`src/rtl/ilv_wr_pkg.sv`:
```
package ilv_wr_pkg;

    // Number of interleaved banks; the bank index is the low address bits.
    localparam int NBANK = 2;
    localparam int BSW   = $clog2(NBANK);

    typedef enum logic [1:0] {
        ST_IDLE   = 2'd0,
        ST_WRITE  = 2'd1,
        ST_FINISH = 2'd2
    } wr_state_e;

endpackage

```
`src/rtl/ilv_seq_detect.sv`:
```
// Decides whether a new address continues the current one by exactly one word.
// The comparison is one bit wider than the address, so the top address
// followed by zero never counts as a continuation.
module ilv_seq_detect #(
    parameter int AW = 16
) (
    input  logic [AW-1:0] cur_addr,
    input  logic [AW-1:0] nxt_addr,
    output logic          is_next
);
    localparam int EW = AW + 1;

    logic [EW-1:0] succ_ext;
    logic [EW-1:0] nxt_ext;

    always_comb begin
        succ_ext = {1'b0, cur_addr} + EW'(1);
        nxt_ext  = {1'b0, nxt_addr};
        is_next  = (succ_ext == nxt_ext);
    end
endmodule

```
`src/rtl/ilv_bank_steer.sv`:
```
// Turns the registered bank index and activity flag into per-bank strobes.
module ilv_bank_steer
    import ilv_wr_pkg::*;
#(
    parameter int NB = NBANK,
    parameter int SW = BSW
) (
    input  logic          active,
    input  logic [SW-1:0] bank_sel,
    output logic [NB-1:0] cas_n,
    output logic [NB-1:0] we_n,
    output logic [NB-1:0] oe_n
);
    for (genvar b = 0; b < NB; b++) begin : g_bank
        logic hit;
        always_comb begin
            hit      = active && (bank_sel == SW'(b));
            cas_n[b] = ~hit;
            we_n[b]  = ~hit;
            oe_n[b]  = 1'b1;
        end
    end
endmodule

```
`src/rtl/ilv_wr_ctrl.sv`:
```
module ilv_wr_ctrl
    import ilv_wr_pkg::*;
#(
    parameter int AW = 16,
    parameter int DW = 32
) (
    input  logic                 clk,
    input  logic                 rst_n,
    input  logic                 req_valid,
    output logic                 req_ready,
    input  logic [AW-1:0]        req_addr,
    input  logic [DW-1:0]        req_data,
    output logic [AW-BSW-1:0]    mem_addr,
    output logic [DW-1:0]        mem_data,
    output logic [NBANK-1:0]     mem_cas_n,
    output logic [NBANK-1:0]     mem_we_n,
    output logic [NBANK-1:0]     mem_oe_n
);
    localparam int MAW = AW - BSW;

    typedef struct packed {
        wr_state_e       state;
        logic [AW-1:0]   addr;
        logic [DW-1:0]   data;
    } ctrl_regs_t;

    ctrl_regs_t regs_d, regs_q;
    logic       seq_hit;
    logic       accept;

    ilv_seq_detect #(.AW(AW)) u_seq (
        .cur_addr (regs_q.addr),
        .nxt_addr (req_addr),
        .is_next  (seq_hit)
    );

    always_comb begin
        regs_d = regs_q;
        unique case (regs_q.state)
            ST_IDLE:   req_ready = 1'b1;
            ST_WRITE:  req_ready = seq_hit;
            default:   req_ready = 1'b0;
        endcase
        accept = req_valid && req_ready;

        unique case (regs_q.state)
            ST_IDLE, ST_WRITE: begin
                if (accept) begin
                    regs_d.state = ST_WRITE;
                    regs_d.addr  = req_addr;
                    regs_d.data  = req_data;
                end else if (regs_q.state == ST_WRITE) begin
                    regs_d.state = ST_FINISH;
                end
            end
            default: regs_d.state = ST_IDLE;
        endcase
    end

    always_ff @(posedge clk or negedge rst_n) begin
        if (!rst_n) begin
            regs_q <= '{state: ST_IDLE, addr: '0, data: '0};
        end else begin
            regs_q <= regs_d;
        end
    end

    ilv_bank_steer #(.NB(NBANK), .SW(BSW)) u_steer (
        .active   (regs_q.state != ST_IDLE),
        .bank_sel (regs_q.addr[BSW-1:0]),
        .cas_n    (mem_cas_n),
        .we_n     (mem_we_n),
        .oe_n     (mem_oe_n)
    );

    assign mem_addr = regs_q.addr[AW-1:BSW];
    assign mem_data = regs_q.data;

    logic [MAW-1:0] unused_chk;
    assign unused_chk = mem_addr;
endmodule

```
`config.mk`:
```
export PLATFORM = sky130hd
export DESIGN_NAME = ilv_wr_ctrl
export DESIGN_NICKNAME = d
export VERILOG_FILES = /design/src/rtl/ilv_wr_pkg.sv /design/src/rtl/ilv_seq_detect.sv /design/src/rtl/ilv_bank_steer.sv /design/src/rtl/ilv_wr_ctrl.sv
export SDC_FILE = /design/constraint.sdc
export NUM_CORES = 1
export LEC_CHECK = 0
export BUFFER_PORTS_ARGS = -buffer_cell sky130_fd_sc_hd__buf_2
export CAP_MARGIN = 5
export CORE_MARGIN = 4
export CORE_UTILIZATION = 59
export CTS_CLUSTER_SIZE = 28
export DETAILED_ROUTE_END_ITERATION = 6
export PLACE_DENSITY = 0.95
export SYNTH_ARGS = -nofsm -noshare
export SYNTH_HDL_FRONTEND = slang
export SYNTH_SLANG_ARGS = --single-unit
```
`constraint.sdc`:
```
create_clock -name clk -period 8.4 [get_ports clk]
set_input_delay 1.68 -clock clk [delete_from_list [all_inputs] [get_ports clk]]
set_output_delay 1.68 -clock clk [all_outputs]
set_load 0.02 [all_outputs]
```
==> impl.org <==
** STA
- Final critical-path share of the clock period :: 75.5%
- Final hold slack :: 0.509 ns
- Remaining max-slew budget at the tightest pin :: between 10% and 20%
- The smallest clock period supported by the final layout is computed as between 6 and 7 ns.
- Once routing completed, OpenROAD measured the worst setup slack at 2.05 ns.
- At the pin with the least slew margin, the transition time is around 1.2 ns.
- Unrepaired setup endpoints after global routing :: false
- Setup violators final :: 0
- The final number of hold-violating endpoints was 0.
- Final clock skew :: 0.00614 ns
- The number of max-slew violations in the final report came to 0.
- Post-route setup TNS :: 0 ns
- Maximum operating frequency :: between 150 and 200 MHz

** Global route
- First-pass GRT wire length :: ~19000 um
- For this run, the total global-route usage over all layers was measured as between 20% and 30%.
- Initial antenna violation count :: 0
- Entering global routing, the biggest net connects 53 pins.
- The total overflow left after global routing is 0.
- The via count of the first global-routing pass came to 3890.

** Detailed routing
- Max layer used :: met4
- The first routing iteration left between 300 and 400 violations.
- Routed WL :: between 10000 and 15000 um
- In this run the remaining antenna-violating nets after routing total 0.
- After detailed routing, the number of remaining DRC violations is 0.
- For this block, wires on met1 add up to between 4000 and 5000 um.
- Amount of wire on met3 after detailed routing :: 868 um
- First-pass iteration count of the detailed router :: 6
- Detailed routing placed a total of about 5400 um of wire on met2.
- Dividing the detail-routed wire length by the instance count gives roughly 19 um.
- Routed vias :: ~4.0k
- Via/cell ratio :: 6.65

** Clock network
- For this design, the CTS-stage hold fixing added 0 buffers.
- The clock drives 50 sinks.
- H-tree level count :: 2
- Later-pin clock latency in the skew report :: between 0.3 and 0.4 ns
- Total clock buffers created by CTS :: 5
- Post-CTS repair changed the size of 0 cells.
- CTS tree :: done
- The number of setup buffers added after CTS is 0.
- Clock-pin slew was measured on the worst setup and hold paths at 0.10 ns.
- Maximum count of clock buffers along a single path :: 2
- The cell sitting at the root of the clock tree is a clkbuf_8.

** Setup path
- The critical path contains buffers and inverters numbering 3 combined.
- Maximum net fanout on the critical path :: 51
- The worst setup path is captured at a primary output.
- Data arrives at the worst endpoint at between 4 and 5 ns.
- The critical path is of the in2out type.
- The critical path goes through buf_2, xor2_2, xnor2_1, o32ai_2, a211oi_4, buf_4, or4_2, nand2_1, buf_2.
- Most Frequent Cell on Critical Path :: buf_2
- Depth of the most critical reg-to-reg path :: 8
- Critical-path cell with the highest stage delay :: or4_2
- In this run the worst setup path begins at req_addr[15].
- Endpoint required time on the critical path :: 6.72 ns
- Sort of element at the start of the critical path :: input pin
- Dominant delay contributor by cell family on the critical path :: simple AND/OR/NAND/NOR gates
- End of the worst register-to-register path :: mem_data[5]$_DFFE_PN0P_
- Worst-case register-to-register setup slack :: 4.22 ns
- FF-to-FF Start :: regs_q[32]$_DFFE_PN0P_
- Critical path's largest stage delay :: 1.27 ns

** Synth
- Post-synthesis register bit count :: 50
- The synthesized netlist contains 51 unique library cells.
- Cell types occupying the most area after synthesis :: dfrtp_1 (29%), o41ai_1 (9.9%), buf_4 (9.4%)
- Top cells by count, synth :: nand2_1 (57), buf_4 (54), dfrtp_1 (50)
- Of all cell types, the one taking the most synthesized area is dfrtp_1.
- Main flop type after synthesis :: dfrtp_1
- Synthesis Warnings :: 0
- Of all flip-flops after synthesis, the portion carrying an async set or reset was 100%.
- After synthesis, the share of cell area in mux cells is 0.462%.
- Main combinational cell family by area after synthesis :: compound AO/OA/AOI/OAI gates
- After synthesis, the mean cell area works out to slightly below 9 um2.
- The synthesized netlist devotes roughly 33% of its cell area to compound gates.
- Of the total synthesized cell area, the portion taken by full adders, half adders and majority gates is less than 1%.
- Post-synthesis instance area :: 4330 um2
- Synthesis produced a netlist whose cell count is 493.
- Most instantiated library cell after synthesis :: nand2_1
- Post-synth EDFFs :: 0
- Of the total synthesized cell area, the portion taken by XOR and XNOR cells is 3.82%.
- Post-synthesis share of cell area spent on and, or, nand and nor gates :: ~18%
- The share of the Yosys chip area taken by registers is 28.9%.
- Of the post-synthesis cell area, the dominant cell type holds 28.9%.

** Cells and area
- Relative to the synthesized area, the layout overhead comes to 4.80%.
- Count of filler cells inserted in the layout :: roughly 570
- Fin cells :: approximately 600
- Diode count :: 0
- Fraction of final layout cells with drive strength greater than 1 :: 29.2%
- Core occupancy in the finished layout :: roughly 65%
- Final nets :: approximately 560

** Flow run
- Max_cap viols :: 0

** Min path
- The startpoint identified for the worst hold timing path is regs_q[48]$_DFFE_PN0P_.
- Counting instances, the worst hold path has a depth of 1.
- The min-delay analysis places its worst path in the category reg2reg.
- Sink of the worst hold path :: regs_q[49]$_DFFE_PN0P_

** Power and ir drop
- Leakage power of the design :: between 1.5 and 2 nW
- Clock group share of total power :: under 10%
- VDD IR max :: between 0.2 and 0.25 mV
- Per report_power, the sequential group accounts for between 20% and 30% of the total.
- Combinational logic burns a little over three fifths of the power.
- Switching fraction of total power :: slightly above 50%
- P_int :: 0.920 mW
- Dividing total power by cell area gives a power density of roughly 420 nW/um2.
- P_sw :: around 1 mW

** Die
- Die span in y :: around 94 um
- Row cnt :: 30
- Die span in x :: approximately 94 um
- Area inside the core boundary :: 6940 um2
- The initial utilization of the core area, before any placement, comes to between 60% and 70%.
- The floorplan step defined a die boundary enclosing around 8800 um2.
- During I/O placement, the number of pins put on the boundary was between 100 and 150.

** Outcome
- Outcome :: complete, no violations

** Place
- Routability-driven placement finished with a final weighted congestion of between 0.8 and 0.9.
- The HPWL after detailed placement is approximately 6900 um.
- The count of buffers added on input and output ports is roughly 100.
- Worst slack, placed :: approximately 2.1 ns
- Counting tap cells, the placed design contains a total of 594 instances.
==> placed cells by master, fill, tap and decap left out, drive strengths merged, types with 3 or more instances in the layout <==
cell type and instances:
a211oi 3, a22oi 48, a41oi 3, and2 48
buf 107, clkbuf 6, dfrtp 50, inv 7
nand2 57, nand3 8, nor2 4, nor3 3
nor4 7, o211ai 49, o41ai 49, or3 3
xnor2 8, xor2 10
==> logic make-up (layout without fill, tap and decap cells) <==
kind of cell / after synthesis / in the layout
AOI/OAI and AO/OA: 169 / 169
and+or+nand+nor: 142 / 142
buffers and inverters: 110 / 122
DFF: 50 / 50
xor gates and xnor gates: 18 / 18
muxes: 2 / 2
adders and majority gates: 1 / 1
other: 1 / 2
==> registers in the layout, indices dropped and copies added, names as in the netlist <==
register  flops
regs_q        3
mem_addr     15
mem_data     32
==> worst max path at each step <==
stage           endpoint  slack, ns  cells past startpoint
2_1_floorplan  req_ready       3.37                      8
3_5_place_dp   req_ready       2.11                      9
3_3_place_gp   req_ready       2.16                      9
5_1_grt        req_ready       2.00                      9
6_report       req_ready       2.05                      9
4_1_cts        req_ready       2.11                      9
==> metal layers <==
metal	vias up	global-route usage, %
li1	1841	-
met1	1967	36.0
met2	178	42.9
met5	-	0
met3	18	3.69
met4	0	5.66
==> per-stage QoR <==
step                instance area, um2  power (mW)
CTS                               4540        1.91
global route                      4540        2.05
detailed placement                4430        1.73
floorplan                         4330        1.57
finish                            4540        1.91
global placement                  4430        1.68
==> area by class of cell <==
class | instances | area, um2 | share of cell area, %
tap | 96 | 120 | 2.65
timing repair buffer | 107 | 548 | 12.1
inverter | 7 | 26.3 | 0.579
clock inverter | 2 | 37.5 | 0.827
clock buffer | 6 | 72.6 | 1.60
sequential | 50 | 1250 | 27.6
multi-input combinational | 334 | 2480 | 54.7
==> power groups by stage <==
stage               combinational [mW]  clock, mW  sequential (mW)
floorplan                         1.11          0            0.459
global placement                  1.16          0            0.519
detailed placement                1.20          0            0.528
CTS                               1.20      0.180            0.523
global route                      1.32      0.187            0.550
finish                            1.20      0.178            0.528
No activity file was read; power rests on OpenSTA's default activity.
